===== config.mk =====
export PLATFORM = sky130hd
export DESIGN_NAME = gpio_irq_ctrl
export DESIGN_NICKNAME = d
export VERILOG_FILES = /design/src/rtl/gpio_pkg.sv /design/src/rtl/gpio_in_filter.sv /design/src/rtl/gpio_irq_detect.sv /design/src/rtl/gpio_regfile.sv /design/src/rtl/gpio_irq_ctrl.sv
export SDC_FILE = /design/constraint.sdc
export NUM_CORES = 1
export LEC_CHECK = 0
export BUFFER_PORTS_ARGS = -buffer_cell sky130_fd_sc_hd__buf_2
export CORE_MARGIN = 5
export CORE_UTILIZATION = 57
export DETAILED_ROUTE_END_ITERATION = 8
export PLACE_DENSITY = 0.73
export SETUP_SLACK_MARGIN = 0.05
export SLEW_MARGIN = 20
export SYNTH_ARGS = -nofsm -noshare
export SYNTH_HDL_FRONTEND = slang
export SYNTH_SLANG_ARGS = --single-unit

===== constraint.sdc =====
create_clock -name clk_i -period 2.6 [get_ports clk_i]
set_clock_uncertainty 0.05 [all_clocks]
set_input_delay 0.26 -clock clk_i [delete_from_list [all_inputs] [get_ports clk_i]]
set_output_delay 0.26 -clock clk_i [all_outputs]
set_load 0.03 [all_outputs]

===== src/rtl/gpio_pkg.sv =====
package gpio_pkg;
  typedef enum logic [3:0] {
    REG_DIR    = 4'd0,
    REG_CTRL   = 4'd1,
    REG_SET    = 4'd2,
    REG_CLR    = 4'd3,
    REG_OUT    = 4'd4,
    REG_IN     = 4'd5,
    REG_IEN    = 4'd6,
    REG_SENSE  = 4'd7,
    REG_BOTH   = 4'd8,
    REG_POL    = 4'd9,
    REG_RAW    = 4'd10,
    REG_MASK   = 4'd11,
    REG_MIS    = 4'd12,
    REG_ICLR   = 4'd13,
    REG_DEBEN  = 4'd14,
    REG_DEBCFG = 4'd15
  } reg_idx_e;

  localparam int unsigned BUS_W = 32;
endpackage


===== src/rtl/gpio_in_filter.sv =====
module gpio_in_filter #(
  parameter int unsigned N_PINS    = 32,
  parameter int unsigned DB_CYCLES = 4
) (
  input  logic              clk_i,
  input  logic              rst_ni,
  input  logic [N_PINS-1:0] pin_i,
  input  logic [N_PINS-1:0] deb_en_i,
  output logic [N_PINS-1:0] in_o
);
  localparam int unsigned CNT_W = (DB_CYCLES > 2) ? $clog2(DB_CYCLES) : 1;
  localparam logic [CNT_W-1:0] CNT_LAST = CNT_W'(DB_CYCLES - 1);

  logic [N_PINS-1:0] s1_q, s2_q, filt_q;
  logic [CNT_W-1:0]  cnt_q [N_PINS];

  always_ff @(posedge clk_i or negedge rst_ni) begin
    if (!rst_ni) begin
      s1_q   <= '0;
      s2_q   <= '0;
      filt_q <= '0;
      for (int i = 0; i < int'(N_PINS); i++) cnt_q[i] <= '0;
    end else begin
      s1_q <= pin_i;
      s2_q <= s1_q;
      for (int i = 0; i < int'(N_PINS); i++) begin
        if (!deb_en_i[i]) begin
          filt_q[i] <= s2_q[i];
          cnt_q[i]  <= '0;
        end else if (s2_q[i] == filt_q[i]) begin
          cnt_q[i] <= '0;
        end else if (cnt_q[i] == CNT_LAST) begin
          filt_q[i] <= s2_q[i];
          cnt_q[i]  <= '0;
        end else begin
          cnt_q[i] <= cnt_q[i] + 1'b1;
        end
      end
    end
  end

  assign in_o = (deb_en_i & filt_q) | (~deb_en_i & s2_q);


  deb_accept_chk: assert property (@(posedge clk_i) disable iff (!rst_ni)
    (((in_o ^ $past(in_o)) & deb_en_i & $past(deb_en_i) & (in_o ^ $past(s2_q))) == '0));
endmodule


===== src/rtl/gpio_irq_detect.sv =====
module gpio_irq_detect #(
  parameter int unsigned N_PINS = 32
) (
  input  logic              clk_i,
  input  logic              rst_ni,
  input  logic [N_PINS-1:0] in_i,
  input  logic [N_PINS-1:0] en_i,
  input  logic [N_PINS-1:0] sense_i,
  input  logic [N_PINS-1:0] both_i,
  input  logic [N_PINS-1:0] pol_i,
  input  logic [N_PINS-1:0] clr_i,
  output logic [N_PINS-1:0] raw_o
);
  logic [N_PINS-1:0] prev_q, edge_q, hit, lvl;

  for (genvar g = 0; g < int'(N_PINS); g++) begin : g_pin
    logic rise, fall;
    assign rise     = in_i[g] & ~prev_q[g];
    assign fall     = ~in_i[g] & prev_q[g];
    assign hit[g]   = ~sense_i[g] & (both_i[g] ? (rise | fall) : (pol_i[g] ? rise : fall));
    assign lvl[g]   = pol_i[g] ? in_i[g] : ~in_i[g];
    assign raw_o[g] = en_i[g] & (sense_i[g] ? lvl[g] : edge_q[g]);
  end

  always_ff @(posedge clk_i or negedge rst_ni) begin
    if (!rst_ni) begin
      prev_q <= '0;
      edge_q <= '0;
    end else begin
      prev_q <= in_i;
      edge_q <= en_i & ((edge_q & ~clr_i) | hit);
    end
  end


  edge_hold_chk: assert property (@(posedge clk_i) disable iff (!rst_ni)
    ((edge_q & $past(edge_q & en_i & ~clr_i)) == $past(edge_q & en_i & ~clr_i)));


  edge_needs_transition_chk: assert property (@(posedge clk_i) disable iff (!rst_ni)
    ((edge_q & ~$past(edge_q) & ~($past(in_i) ^ $past(prev_q))) == '0));
endmodule


===== src/rtl/gpio_regfile.sv =====
module gpio_regfile
  import gpio_pkg::*;
#(
  parameter int unsigned N_PINS = 32
) (
  input  logic              clk_i,
  input  logic              rst_ni,
  input  logic              we_i,
  input  logic [3:0]        addr_i,
  input  logic [BUS_W-1:0]  wdata_i,
  output logic [BUS_W-1:0]  rdata_o,
  input  logic [N_PINS-1:0] in_i,
  input  logic [N_PINS-1:0] raw_i,
  input  logic [N_PINS-1:0] mis_i,
  output logic [N_PINS-1:0] dir_o,
  output logic [N_PINS-1:0] out_o,
  output logic [N_PINS-1:0] ien_o,
  output logic [N_PINS-1:0] sense_o,
  output logic [N_PINS-1:0] both_o,
  output logic [N_PINS-1:0] pol_o,
  output logic [N_PINS-1:0] mask_o,
  output logic [N_PINS-1:0] deb_en_o,
  output logic [N_PINS-1:0] iclr_o
);
  reg_idx_e          idx;
  logic [N_PINS-1:0] wbits;
  logic [BUS_W-1:0]  ctrl_q, dbcfg_q;

  assign idx   = reg_idx_e'(addr_i);
  assign wbits = wdata_i[N_PINS-1:0];

  function automatic logic [BUS_W-1:0] ext(input logic [N_PINS-1:0] v);
    logic [BUS_W-1:0] r;
    r = '0;
    r[N_PINS-1:0] = v;
    return r;
  endfunction

  always_ff @(posedge clk_i or negedge rst_ni) begin
    if (!rst_ni) begin
      dir_o    <= '0;
      out_o    <= '0;
      ien_o    <= '0;
      sense_o  <= '0;
      both_o   <= '0;
      pol_o    <= '0;
      mask_o   <= '0;
      deb_en_o <= '0;
      ctrl_q   <= '0;
      dbcfg_q  <= '0;
    end else if (we_i) begin
      case (idx)
        REG_DIR:    dir_o    <= wbits;
        REG_CTRL:   ctrl_q   <= wdata_i;
        REG_SET:    out_o    <= out_o | wbits;
        REG_CLR:    out_o    <= out_o & ~wbits;
        REG_IEN:    ien_o    <= wbits;
        REG_SENSE:  sense_o  <= wbits;
        REG_BOTH:   both_o   <= wbits;
        REG_POL:    pol_o    <= wbits;
        REG_MASK:   mask_o   <= wbits;
        REG_DEBEN:  deb_en_o <= wbits;
        REG_DEBCFG: dbcfg_q  <= wdata_i;
        default: ;
      endcase
    end
  end

  assign iclr_o = (we_i && idx == REG_ICLR) ? wbits : '0;

  always_comb begin
    case (idx)
      REG_DIR:    rdata_o = ext(dir_o);
      REG_CTRL:   rdata_o = ctrl_q;
      REG_OUT:    rdata_o = ext(out_o);
      REG_IN:     rdata_o = ext(in_i);
      REG_IEN:    rdata_o = ext(ien_o);
      REG_SENSE:  rdata_o = ext(sense_o);
      REG_BOTH:   rdata_o = ext(both_o);
      REG_POL:    rdata_o = ext(pol_o);
      REG_RAW:    rdata_o = ext(raw_i);
      REG_MASK:   rdata_o = ext(mask_o);
      REG_MIS:    rdata_o = ext(mis_i);
      REG_DEBEN:  rdata_o = ext(deb_en_o);
      REG_DEBCFG: rdata_o = dbcfg_q;
      default:    rdata_o = '0;
    endcase
  end


  set_strobe_chk: assert property (@(posedge clk_i) disable iff (!rst_ni)
    (we_i && idx == REG_SET) |=> ((out_o & $past(wbits)) == $past(wbits)));


  clr_strobe_chk: assert property (@(posedge clk_i) disable iff (!rst_ni)
    (we_i && idx == REG_CLR) |=> ((out_o & $past(wbits)) == '0));
endmodule


===== src/rtl/gpio_irq_ctrl.sv =====
module gpio_irq_ctrl
  import gpio_pkg::*;
#(
  parameter int unsigned N_PINS    = 32,
  parameter int unsigned DB_CYCLES = 4
) (
  input  logic              clk_i,
  input  logic              rst_ni,
  input  logic              we_i,
  input  logic [3:0]        addr_i,
  input  logic [BUS_W-1:0]  wdata_i,
  output logic [BUS_W-1:0]  rdata_o,
  input  logic [N_PINS-1:0] pin_i,
  output logic [N_PINS-1:0] pin_o,
  output logic [N_PINS-1:0] pin_oe_o,
  output logic              irq_o
);
  logic [N_PINS-1:0] in_v, raw, mis, dir_q, out_q, ien_q, sense_q, both_q, pol_q, mask_q, deb_en_q, iclr;
  logic [N_PINS-1:0] en_eff;

  gpio_regfile #(.N_PINS(N_PINS)) u_regs (
    .clk_i(clk_i), .rst_ni(rst_ni), .we_i(we_i), .addr_i(addr_i),
    .wdata_i(wdata_i), .rdata_o(rdata_o),
    .in_i(in_v), .raw_i(raw), .mis_i(mis),
    .dir_o(dir_q), .out_o(out_q), .ien_o(ien_q), .sense_o(sense_q),
    .both_o(both_q), .pol_o(pol_q), .mask_o(mask_q), .deb_en_o(deb_en_q),
    .iclr_o(iclr)
  );

  gpio_in_filter #(.N_PINS(N_PINS), .DB_CYCLES(DB_CYCLES)) u_filt (
    .clk_i(clk_i), .rst_ni(rst_ni), .pin_i(pin_i),
    .deb_en_i(deb_en_q), .in_o(in_v)
  );

  // detection only on pins configured as inputs
  assign en_eff = ien_q & ~dir_q;

  gpio_irq_detect #(.N_PINS(N_PINS)) u_det (
    .clk_i(clk_i), .rst_ni(rst_ni), .in_i(in_v), .en_i(en_eff),
    .sense_i(sense_q), .both_i(both_q), .pol_i(pol_q), .clr_i(iclr),
    .raw_o(raw)
  );

  assign mis      = raw & ~mask_q;
  assign irq_o    = |mis;
  assign pin_o    = out_q;
  assign pin_oe_o = dir_q;


  irq_needs_enable_chk: assert property (@(posedge clk_i) disable iff (!rst_ni)
    irq_o |-> ((ien_q & ~dir_q) != '0));
endmodule


==> reports/qor.yml, run 1 <==
run_status:
  outcome: "finished, violations left"
  violations: "setup timing"
power:
  irDropWorstVdd_mv: 0.715
  switching_share_pct: 31.9
  powerDensity_nw_per_um2: 858
  p_int_mw: 18.6
  power_leakage_nw: 14.7
  p_clk_share_pct: 30.3
  pwr-share-comb_pct: 26.8
  p_seq_share_pct: 43.0
  p_switching_mw: 8.75
global_route:
  grt_pass1_wl_mm: 119
  busiest_layer: "met2"
  grt.met3_usage_pct: 5.79
  met1_usage_pct: 40.4
  grt_pass1_vias: 20514
  track_usage_pct: 30.8
  antenna_found_initial: 1
  grt_overflow: 0
  grt_max_degree: 71
  met2_usage_pct: 49.9
routing:
  viasPerCell: 6.11
  avgRoutedWirePerCell_um: 23.9
  dr.pass1.iters: 7
  num_vias: 19662
  drc_errors: 0
  drtIter0Drc: 1881
  final_antenna_net_count: 0
  wl_mm: 77.1
setup_path:
  end_kind: "output pin"
  crit_path_cell_trace: "mux2i_4 > xnor2_1 > a211oi_2 > a2111o_1 > a2111oi_4 > nand4_1 > buf_6"
  worstPathRequired_ns: 2.29
  slowest_stage: "a2111o_1"
  rr_endpoint: "u_det.edge_q[31]$_DFF_PN0_"
  ff2ff_setup_slack_ns: 0.61
  cp-start-kind: "flop"
  rr_worst_depth: 10
  arrival_ns: 2.88
  slowest_delay_ns: 0.44
  worst-path-max-fanout: 3
  crit_type: "flop to output pin"
  r2r_start: "u_regs.deb_en_o[31]$_DFFE_PN0P_"
cells_and_area:
  drive_gt1_share_pct: 34.1
  regMostFlops: "u_filt.cnt_q"
  final_util_pct: 72.1
  area_growth_pct: 24.9
  fillCellCount: 3042
  largest_reg_flops: 64
  fin_nets: 2746
clock_network:
  cts.clk_slew.worst_paths_ns: 0.06
  htreeDepth: 2
  numCtsBuffers: 56
  insertion_delay_ns: 0.62
  numClockSinks: 544
  cts_buffer_depth: 3
  cts_tree: "done"
  cts_root_buffer: "clkbuf_16"
min_path:
  hp-class: "primary input to flop"
  holdCritStartpoint: "wdata_i[9]"
  hold_depth: 3
timing:
  rsz0062_at_grt: "yes"
  max_freq_mhz: 314
  hold_viol_final: 0
  fin_crit_ns: 3.19
  finalMaxSlewViolations: 0
  tightest_slew_ns: 1.00
  post-route-period-util_pct: 123
  setup_violations: 8
  setup_ws_ns: -0.589
  tns_ns: -0.974
  relSlewSlack_pct: 32.8
placed_design:
  gp_congestion: 0.898
  hpwl_mm: 50.5
  port_buffers: 167
die:
  pin_count: 168
  coreArea_um2: 44300
  die_h_um: 222
  die_w_um: 222
  start_util_pct: 57.7
  rows: 77
  dieArea_um2: 49200
yosys:
  ys_top_cells_by_area: "dfrtp_1 53%, mux2_2 13%, ha_1 4.7%"
  synth_nets: 2331
  seq_area_frac_synth_pct: 53.2
  yosys_warnings: 0
  synth_edf_count: 0
  synth_cells: 2164
  postSynth.asyncResetShare_pct: 100
  yosys.area.top_type: "dfrtp_1"
  syn_area_um2: 25600
  yosys.cell_types.count: 52
  synth_top_area_share_pct: 53.2
  synth.most_common_cell: "dfrtp_1"
  synth_seq_cells: 544
  avgSynthCellArea_um2: 11.8
  synth_common_cells: "544 x dfrtp_1, 287 x mux2_2, 194 x nand2_1"
  synth_ff_type: "dfrtp_1"
job:
  maxCapViolations: 0
## power by group through the flow
stage                     Combinational [mW]  Sequential [mW]  Clock (mW)
final                                   7.33             11.8        8.29
after global routing                    7.93             12.0        8.75
after CTS                               7.08             11.7        8.39
after detailed placement                6.49             11.8           0
after global placement                  6.22             11.6           0
after floorplan                         3.74             11.8           0
## critical path, delay by kind of cell, from the launching register on
family | cells | cell delay (ns)
xor gates and xnor gates | 1 | 0.19
buffers and inverters | 1 | 0.24
and+or+nand+nor | 1 | 0.29
AOI/OAI and AO/OA | 3 | 0.82
muxes | 1 | 0.31
DFF | 1 | 0.42
## placed cells by master (no fill, tap or decap), types with 35 or more instances in the layout
| master | Yosys | layout |
|---|---|---|
| a21oi_1 | 51 | 50 |
| clkbuf_16 | 0 | 57 |
| a22oi_1 | 56 | 52 |
| mux2_1 | 35 | 35 |
| nand2_1 | 194 | 192 |
| ha_1 | 96 | 96 |
| dlygate4sd3_1 | 0 | 64 |
| nor2_1 | 94 | 88 |
| nor2b_1 | 89 | 89 |
| buf_2 | 49 | 138 |
| xnor2_1 | 63 | 59 |
| mux2_2 | 287 | 287 |
| a211oi_1 | 90 | 79 |
| dfrtp_1 | 544 | 541 |
| o21ai_0 | 92 | 88 |
| inv_1 | 77 | 62 |
| buf_4 | 2 | 216 |
## what timing repair did
action,in CTS,in global routing
pin swaps,42,31
endpoints found under the setup margin,24,30
resized for setup,123,69
hold buffers,64,0
endpoints found under the hold margin,230,0
setup buffers,29,18
## layer usage
metal | share of wire, % | vias up | wire length, um
met2 | 48 | 827 | 36700
met1 | 39 | 9980 | 30400
met4 | 5.3 | 0 | 4060
met5 | 0 | - | 0
li1 | - | 8613 | -
met3 | 7.6 | 242 | 5890
## worst max path at each step
stage / from / end
floorplan: u_regs.deb_en_o[10]$_DFFE_PN0P_ / irq_o
global placement: u_regs.deb_en_o[5]$_DFFE_PN0P_ / irq_o
detailed placement: u_regs.deb_en_o[5]$_DFFE_PN0P_ / irq_o
CTS: u_filt.filt_q[10]$_DFFE_PN0P_ / irq_o
global route: u_regs.deb_en_o[24]$_DFFE_PN0P_ / irq_o
finish: u_regs.deb_en_o[24]$_DFFE_PN0P_ / irq_o
## metrics by stage
| step | hold WS (ns) | std cells | power, mW | setup WS (ns) | instance area, um^2 |
|---|---|---|---|---|---|
| 5_1_grt | 0.0161 | 3216 | 28.6 | -0.626 | 31900 |
| 3_3_place_gp | 0.223 | 3008 | 17.9 | -0.120 | 28400 |
| 4_1_cts | 0.00960 | 3199 | 27.1 | -0.582 | 31600 |
| 2_1_floorplan | -0.0856 | 2164 | 15.6 | 0.356 | 25600 |
| 6_report | 0.00115 | 3218 | 27.4 | -0.589 | 31900 |
| 3_5_place_dp | 0.228 | 3008 | 18.2 | -0.217 | 28400 |
## cells by family after synthesis
group | count (synthesis) | synth area share (%)
and+or+nand+nor | 495 | 9.46
AOI/OAI and AO/OA | 408 | 11.2
muxes | 368 | 16.0
DFF | 544 | 53.2
buffers and inverters | 189 | 3.16
xor gates and xnor gates | 64 | 2.22
adders and majority gates | 96 | 4.70
## area by class of cell
type / instances / area [um^2] / share of cell area (%)
Antenna cell: 2 / 5.00 / 0.0157
Clock buffer: 85 / 1700 / 5.33
Clock inverter: 18 / 195 / 0.611
Inverter: 77 / 319 / 0.999
Multi-Input combinational cell: 1431 / 11700 / 36.5
Sequential cell: 544 / 13600 / 42.6
Tap cell: 592 / 741 / 2.32
Timing Repair Buffer: 469 / 3690 / 11.6
Power figures use the tool's default switching activity.
==> run 2, diff against run 1 <==
--- a/config.mk
+++ b/config.mk
@@ -8,6 +8,7 @@
 export BUFFER_PORTS_ARGS = -buffer_cell sky130_fd_sc_hd__buf_2
 export CORE_MARGIN = 5
 export CORE_UTILIZATION = 57
+export CTS_CLUSTER_DIAMETER = 50
 export DETAILED_ROUTE_END_ITERATION = 8
 export PLACE_DENSITY = 0.73
 export SETUP_SLACK_MARGIN = 0.05
@@ -15,3 +16,4 @@
 export SYNTH_ARGS = -nofsm -noshare
 export SYNTH_HDL_FRONTEND = slang
 export SYNTH_SLANG_ARGS = --single-unit
+export TNS_END_PERCENT = 20
==> run 2 against run 1 <==
The flow still finishes with violations (setup timing); critical path depth unchanged; hold slack improved by 0.14 ns; combinational power decreased by 3.0%; non-clock buffer count decreased by 25; via count unchanged; sequential share of layout area increased by 0.31 points; core utilization decreased by 0.51 points; design area decreased by 0.71%; clock-buffer cell count increased by 1; global-route usage about the same; worst setup slack got worse by 0.11 ns; register-to-register slack improved by 0.09 ns; critical path type unchanged.
==> reports/qor.yml, run 2 (synthesized netlist as in run 1, its figures left out) <==
run_status:
  outcome: "finished, violations left"
  violations: "setup timing"
timing:
  rsz0062_at_grt: "yes"
  hold_ws_ns: 0.142  # +0.141 ns
  fin_crit_ns: 3.29  # +0.106 ns
  max_freq_mhz: 304  # -3.2%
  relSlewSlack_pct: 36.8  # +4.0 points
  hold_viol_final: 0  # unchanged
  setup_ws_ns: -0.695  # -0.106 ns
  finalMaxSlewViolations: 0  # unchanged
  post-route-period-util_pct: 127  # +4.1 points
  tightest_slew_ns: 0.945  # -0.0599 ns
  setup_violations: 7  # -1
cells_and_area:
  fin_nets: 2725  # -0.76%
  area_growth_pct: 24.0
  layout_commonest_cell: "dfrtp_1"
  regMostFlops: "u_filt.cnt_q"
  largest_reg_flops: 64  # unchanged
  drive_gt1_share_pct: 33.0  # -1.1 points
  final_util_pct: 71.5  # -0.51 points
  layout_common_cells: "540 x dfrtp_1, 287 x mux2_2, 193 x buf_4"
  antenna_cells: 0  # -2
global_route:
  grt_overflow: 0  # unchanged
  antenna_found_initial: 0  # -1
  track_usage_pct: 30.7  # about the same
  grt_pass1_wl_mm: 119  # -0.13%
  grt_max_degree: 71  # unchanged
  grt_pass1_vias: 20415  # -0.48%
clock_network:
  numClockSinks: 544  # unchanged
  htreeDepth: 2  # unchanged
  numCtsBuffers: 60  # +7.1%
  cts_tree: "done"
  insertion_delay_ns: 0.63  # about the same
  cts_root_buffer: "clkbuf_16"
  cts.clk_slew.worst_paths_ns: 0.06  # about the same
  cts_buffer_depth: 3  # unchanged
die:
  coreArea_um2: 44300  # unchanged
  rows: 77  # unchanged
  die_h_um: 222  # unchanged
  pin_count: 168  # unchanged
  start_util_pct: 57.7  # unchanged
  die_w_um: 222  # unchanged
  dieArea_um2: 49200  # unchanged
routing:
  num_vias: 19662  # unchanged
  final_antenna_net_count: 0  # unchanged
  drc_errors: 0  # unchanged
  viasPerCell: 6.15  # +0.69%
  avgRoutedWirePerCell_um: 23.9  # about the same
  wl_mm: 76.5  # -0.74%
  dr.pass1.iters: 6  # -1
  drtIter0Drc: 1851  # -1.6%
power:
  powerDensity_nw_per_um2: 863  # +0.68%
  power_leakage_nw: 14.6  # -0.76%
  irDropWorstVdd_mv: 0.725  # +1.4%
setup_path:
  worstPathRequired_ns: 2.29  # about the same
  arrival_ns: 2.98  # +0.10 ns
  crit_type: "flop to output pin"
  slowest_stage: "a2111o_1"
  worst-path-max-fanout: 2  # -1
  end_kind: "output pin"
  crit_path_cell_trace: "mux2i_2 > xnor2_1 > a211oi_1 > a2111o_1 > a2111oi_4 > nand4_1 > buf_6"
  cp-start-kind: "flop"
  slowest_delay_ns: 0.54  # +0.10 ns
min_path:
  hp-class: "primary input to asynchronous set/reset pin"
placed_design:
  hpwl_mm: 50.5  # unchanged
  gp_congestion: 0.898  # unchanged
  port_buffers: 167  # unchanged
job:
  maxCapViolations: 0  # unchanged
[run 2: cell type report]
type                    count  area [um^2]
flip-flops and latches    544        13600
fillers                  3065        12600
multi-input cells        1431        11600
repair buffers            444         3480
clock buffers              86         1760
well taps                 592          741
inverters                  77          307
clock inverters            22          225
[run 2: worst paths after layout]
path	start	endpoint	slack (ns)	cells after the start
worst max-delay path	u_regs.deb_en_o[6]$_DFFE_PN0P_	irq_o	-0.69	7
worst min-delay path	rst_ni	u_filt.s1_q[31]$_DFF_PN0_	0.14	2
worst max register to register	u_regs.deb_en_o[12]$_DFFE_PN0P_	u_det.edge_q[12]$_DFF_PN0_	0.70	9
worst min register to register	u_filt.s1_q[10]$_DFF_PN0_	u_filt.s2_q[10]$_DFF_PN0_	0.29	0
max in group asynchronous	rst_ni	u_filt.cnt_q[35]$_DFF_PN0_	1.51	3
min in group clk_i	addr_i[0]	flop	0.16	3
[run 2: worst max-delay path, delay by kind of cell (launching register included)]
family,cells,cell delay (ns)
mux,1,0.28
buf+inv,1,0.25
simple gates,1,0.33
compound gates,3,0.97
flops,1,0.38
xor+xnor,1,0.15
[run 2: stage by stage]
step / setup WS [ns] / TNS (ns) / power [mW] / instance area, um^2 / std cells
final: -0.695 / -1.13 / 27.4 / 31700 / 3196
after global routing: -0.714 / -2.39 / 28.7 / 31700 / 3196
after CTS: -0.662 / -1.45 / 27.2 / 31400 / 3188
after detailed placement: -0.217 / -0.217 / 18.2 / 28400 / 3008
after global placement: -0.120 / -0.120 / 17.9 / 28400 / 3008
after floorplan: 0.356 / 0 / 15.6 / 25600 / 2164
[run 2: timing repair]
item | 4_1_cts | 5_1_grt
resized for setup | 101 | 65
buffers inserted | 8 | 11
pin swaps | 28 | 32
endpoints found under the setup margin | 23 | 31
hold endpoints to repair | 313 | 0
hold buffers | 65 | 0
[run 2: layer usage]
layer  up-vias  global-route usage (%)  wire [um]
li1       8582                       -          -
met1      9903                    40.7      30100
met2       934                    49.7      36500
met3       243                    5.43       6050
met4         0                    14.7       3910
met5         -                       0          0
[run 2: power breakdown]
part | total, mW | switching, mW | internal (mW) | leakage [nW]
logic | 7.11 | 3.66 | 3.44 | 6.88
clock network | 8.50 | 3.50 | 5.00 | 0.982
registers | 11.8 | 1.60 | 10.2 | 6.73
total | 27.4 | 8.76 | 18.6 | 14.6
==> run 3, diff against run 2 <==
--- a/config.mk
+++ b/config.mk
@@ -15,5 +15,6 @@
 export SLEW_MARGIN = 20
 export SYNTH_ARGS = -nofsm -noshare
 export SYNTH_HDL_FRONTEND = slang
+export SYNTH_HIERARCHICAL = 1
 export SYNTH_SLANG_ARGS = --single-unit
 export TNS_END_PERCENT = 20
==> constraint.sdc (replaced) <==
create_clock -name clk_i -period 3.7 [get_ports clk_i]
set_clock_uncertainty 0.05 [all_clocks]
set_input_delay 0.37 -clock clk_i [delete_from_list [all_inputs] [get_ports clk_i]]
set_output_delay 0.37 -clock clk_i [all_outputs]
set_load 0.03 [all_outputs]
==> run 3 against run 2 <==
The run now ends clean; sequential power fell by 30%; first-iteration DRC count shrank 0.59%; cell count fell by 6.3%; clock-buffer cell count decreased by 4; via count down 6.4%; design area decreased by 4.0%; power down 32%; combinational power fell by 41%; hold slack worse by 0.089 ns; non-clock buffer count shrank 183; largest cell class unchanged; highest routed layer is now met5.
==> reports/qor.yml, run 3 <==
power:
  irDropWorstVdd_mv: 0.496  # -32%
  p_clk_share_pct: 32.4  # +1.3 points
  powerDensity_nw_per_um2: 607  # -30%
  p_int_mw: 12.7  # -32%
  power_leakage_nw: 14.2  # -2.8%
  switching_share_pct: 31.2  # -0.76 points
  pwr-share-comb_pct: 22.6  # -3.4 points
  p_switching_mw: 5.77  # -34%
  p_seq_share_pct: 44.9  # +1.9 points
setup_path:
  worst-path-max-fanout: 5  # +3
  critPathBufInv: 1  # unchanged
  cp-start-kind: "flop"
  crit_type: "flop to output pin"
  slowest_delay_ns: 0.42  # -0.12 ns
  arrival_ns: 3.16  # +0.18 ns
  crit_path_cell_trace: "mux2_2 > xor2_1 > o21ai_0 > nor2b_4 > nor4_1 > nand4_1 > or2_4 > buf_2"
  end_kind: "output pin"
  slowest_stage: "nor4_1"
  crit_family: "simple AND/OR/NAND/NOR gates"
  worstPathRequired_ns: 3.28  # +0.99 ns
clock_network:
  numClockSinks: 544  # unchanged
  cts_buffer_depth: 3  # unchanged
  htreeDepth: 2  # unchanged
  cts_tree: "done"
  postCtsSetupBuffers: 0  # -8
  cts.clk_slew.worst_paths_ns: 0.06  # about the same
  insertion_delay_ns: 0.62  # about the same
  numCtsBuffers: 59  # -1.7%
  cts_root_buffer: "clkbuf_16"
yosys:
  yosys.area.top_type: "dfrtp_1"
  postSynth.asyncResetShare_pct: 100  # unchanged
  yosys_warnings: 6  # +6
  syn_area_um2: 26400  # +3.1%
  synth_ff_type: "dfrtp_1"
  synth_edf_count: 0  # unchanged
  synth.most_common_cell: "dfrtp_1"
  seq_area_frac_synth_pct: 51.6  # -1.6 points
  synth_seq_cells: 544  # unchanged
  avgSynthCellArea_um2: 12.3  # +4.3%
  synth_nets: 2307  # -1.0%
  yosys.cell_types.count: 44  # -15%
  synth_top_area_share_pct: 51.6  # -1.6 points
  ys_top_cells_by_area: "dfrtp_1 52%, mux2_2 12%, ha_1 4.6%"
  synth_common_cells: "544 x dfrtp_1, 288 x mux2_2, 165 x nand2_1"
  synth_cells: 2140  # -1.1%
cells_and_area:
  layout_commonest_cell: "dfrtp_1"
  finalInstanceArea_um2: 30400  # -4.0%
  drive_gt1_share_pct: 30.9  # -2.1 points
  fin_nets: 2510  # -7.9%
  regMostFlops: "u_filt/cnt_q"
  largest_reg_flops: 64  # unchanged
  layout_common_cells: "542 x dfrtp_1, 288 x mux2_2, 166 x buf_2"
  area_growth_pct: 15.4
global_route:
  antenna_found_initial: 6  # +6
  grt_pass1_wl_mm: 109  # -8.0%
  grt_overflow: 0  # unchanged
  grt_max_degree: 106  # +49%
  grt_pass1_vias: 18827  # -7.8%
  track_usage_pct: 27.5  # -3.2 points
die:
  die_h_um: 225  # +1.5%
  coreArea_um2: 45600  # +2.8%
  die_w_um: 225  # +1.5%
  start_util_pct: 57.9  # +0.15 points
  pin_count: 168  # unchanged
  rows: 78  # +1.3%
  dieArea_um2: 50700  # +3.0%
timing:
  finalMaxSlewViolations: 0  # unchanged
  setup_violations: 0  # -7
  hold_ws_ns: 0.0538  # -0.0886 ns
  tightest_slew_ns: 0.950  # +0.00556 ns
  relSlewSlack_pct: 36.6  # -0.14 points
  tns_ns: 0  # +1.13 ns
  hold_viol_final: 0  # unchanged
  rsz0062_at_grt: "no"
  max_freq_mhz: 280
  fin_crit_ns: 3.58
  post-route-period-util_pct: 96.6
routing:
  drc_errors: 0  # unchanged
  avgRoutedWirePerCell_um: 23.5  # -1.6%
  dr.pass1.iters: 9  # +3
  viasPerCell: 6.15  # -0.10%
  final_antenna_net_count: 0  # unchanged
  num_vias: 18413  # -6.4%
  drtIter0Drc: 1840  # -0.59%
  wl_mm: 70.5  # -7.8%
placed_design:
  port_buffers: 167  # unchanged
  place_area_um2: 28100  # -1.1%
  gp_congestion: 0.891  # -0.81%
  hpwl_mm: 45.0  # -11%
min_path:
  hp-class: "primary input to flop"
run_status:
  outcome: "finished, final reports clean"
job:
  maxCapViolations: 0  # unchanged
## run 3: changes by cell type after synthesis, sizes merged, moves of 34 or more
cell / delta
nor2: -65
xnor2: -34
xor2: +34
nand3b: +64
a211oi: -58
a21oi: -51
a22oi: +80
o21ai: -62
and3: +38
## run 3: layout make-up
| cell class | count | area, um^2 |
|---|---|---|
| fillers | 3306 | 15100 |
| flip-flops and latches | 544 | 13600 |
| multi-input cells | 1381 | 11900 |
| repair buffers | 261 | 1780 |
| clock buffers | 82 | 1680 |
| well taps | 600 | 751 |
| inverters | 96 | 360 |
| clock inverters | 27 | 310 |
| diodes | 5 | 12.5 |
## run 3: kinds of logic after synthesis
group	share of synthesized area, %
multiplexers	17.1
AO/OA/AOI/OAI	8.16
XOR/XNOR	2.13
adder cells (fa/ha/maj)	4.55
AND/OR/NAND/NOR	13.0
flip-flops	51.6
buffers and inverters	3.45
## run 3: worst paths after layout
path	startpoint	end	slack, ns	cells past startpoint
worst min-delay path	wdata_i[3]	flop	0.05	3
worst max register to register	u_regs/deb_en_o[25]$_DFFE_PN0P_	u_det/edge_q[25]$_DFF_PN0_	2.01	6
min in group asynchronous	rst_ni	u_filt/s2_q[27]$_DFF_PN0_	0.38	2
worst min register to register	u_filt/s1_q[11]$_DFF_PN0_	u_filt/s2_q[11]$_DFF_PN0_	0.30	0
worst max-delay path	u_regs/deb_en_o[23]$_DFFE_PN0P_	irq_o	0.12	8
max in group asynchronous	rst_ni	u_filt/cnt_q[40]$_DFF_PN0_	2.11	4
## run 3: per-stage QoR
step / cells / worst slack [ns] / util (%) / total power, mW
global placement: 2849 / 0.545 / 61.6 / 12.3
floorplan: 2140 / 1.39 / - / 11.1
global route: 2994 / 0.0705 / 66.7 / 19.4
detailed placement: 2849 / 0.575 / 61.6 / 12.5
CTS: 2991 / 0.0744 / 66.7 / 18.5
finish: 2996 / 0.124 / 66.8 / 18.5
## run 3: timing repair
item                       4_1_cts  5_1_grt
hold endpoints to repair       127        0
pin swaps                        0        3
gates resized for setup          2        3
setup endpoints to repair        1        1
hold buffers                    33        0
## run 3: worst min-delay path, delay by kind of cell
kind,cells,cell delay [ns]
buffers and inverters,1,0.15
AND/OR/NAND/NOR,1,0.08
multiplexers,1,0.07
## run 3: metal layers
layer	vias to the layer above	global-route usage, %	wire (um)
li1	8079	-	-
met1	9298	38.3	29400
met2	821	44.0	32800
met3	211	4.21	5460
met4	4	10.8	2900
met5	-	0	34
## run 3: power groups by stage
stage	Sequential (mW)	Clock [mW]	Combinational (mW)
after floorplan	8.35	0	2.75
after global placement	8.30	0	3.96
after detailed placement	8.36	0	4.12
after CTS	8.28	6.10	4.17
after global routing	8.46	6.35	4.56
final	8.31	6.00	4.18
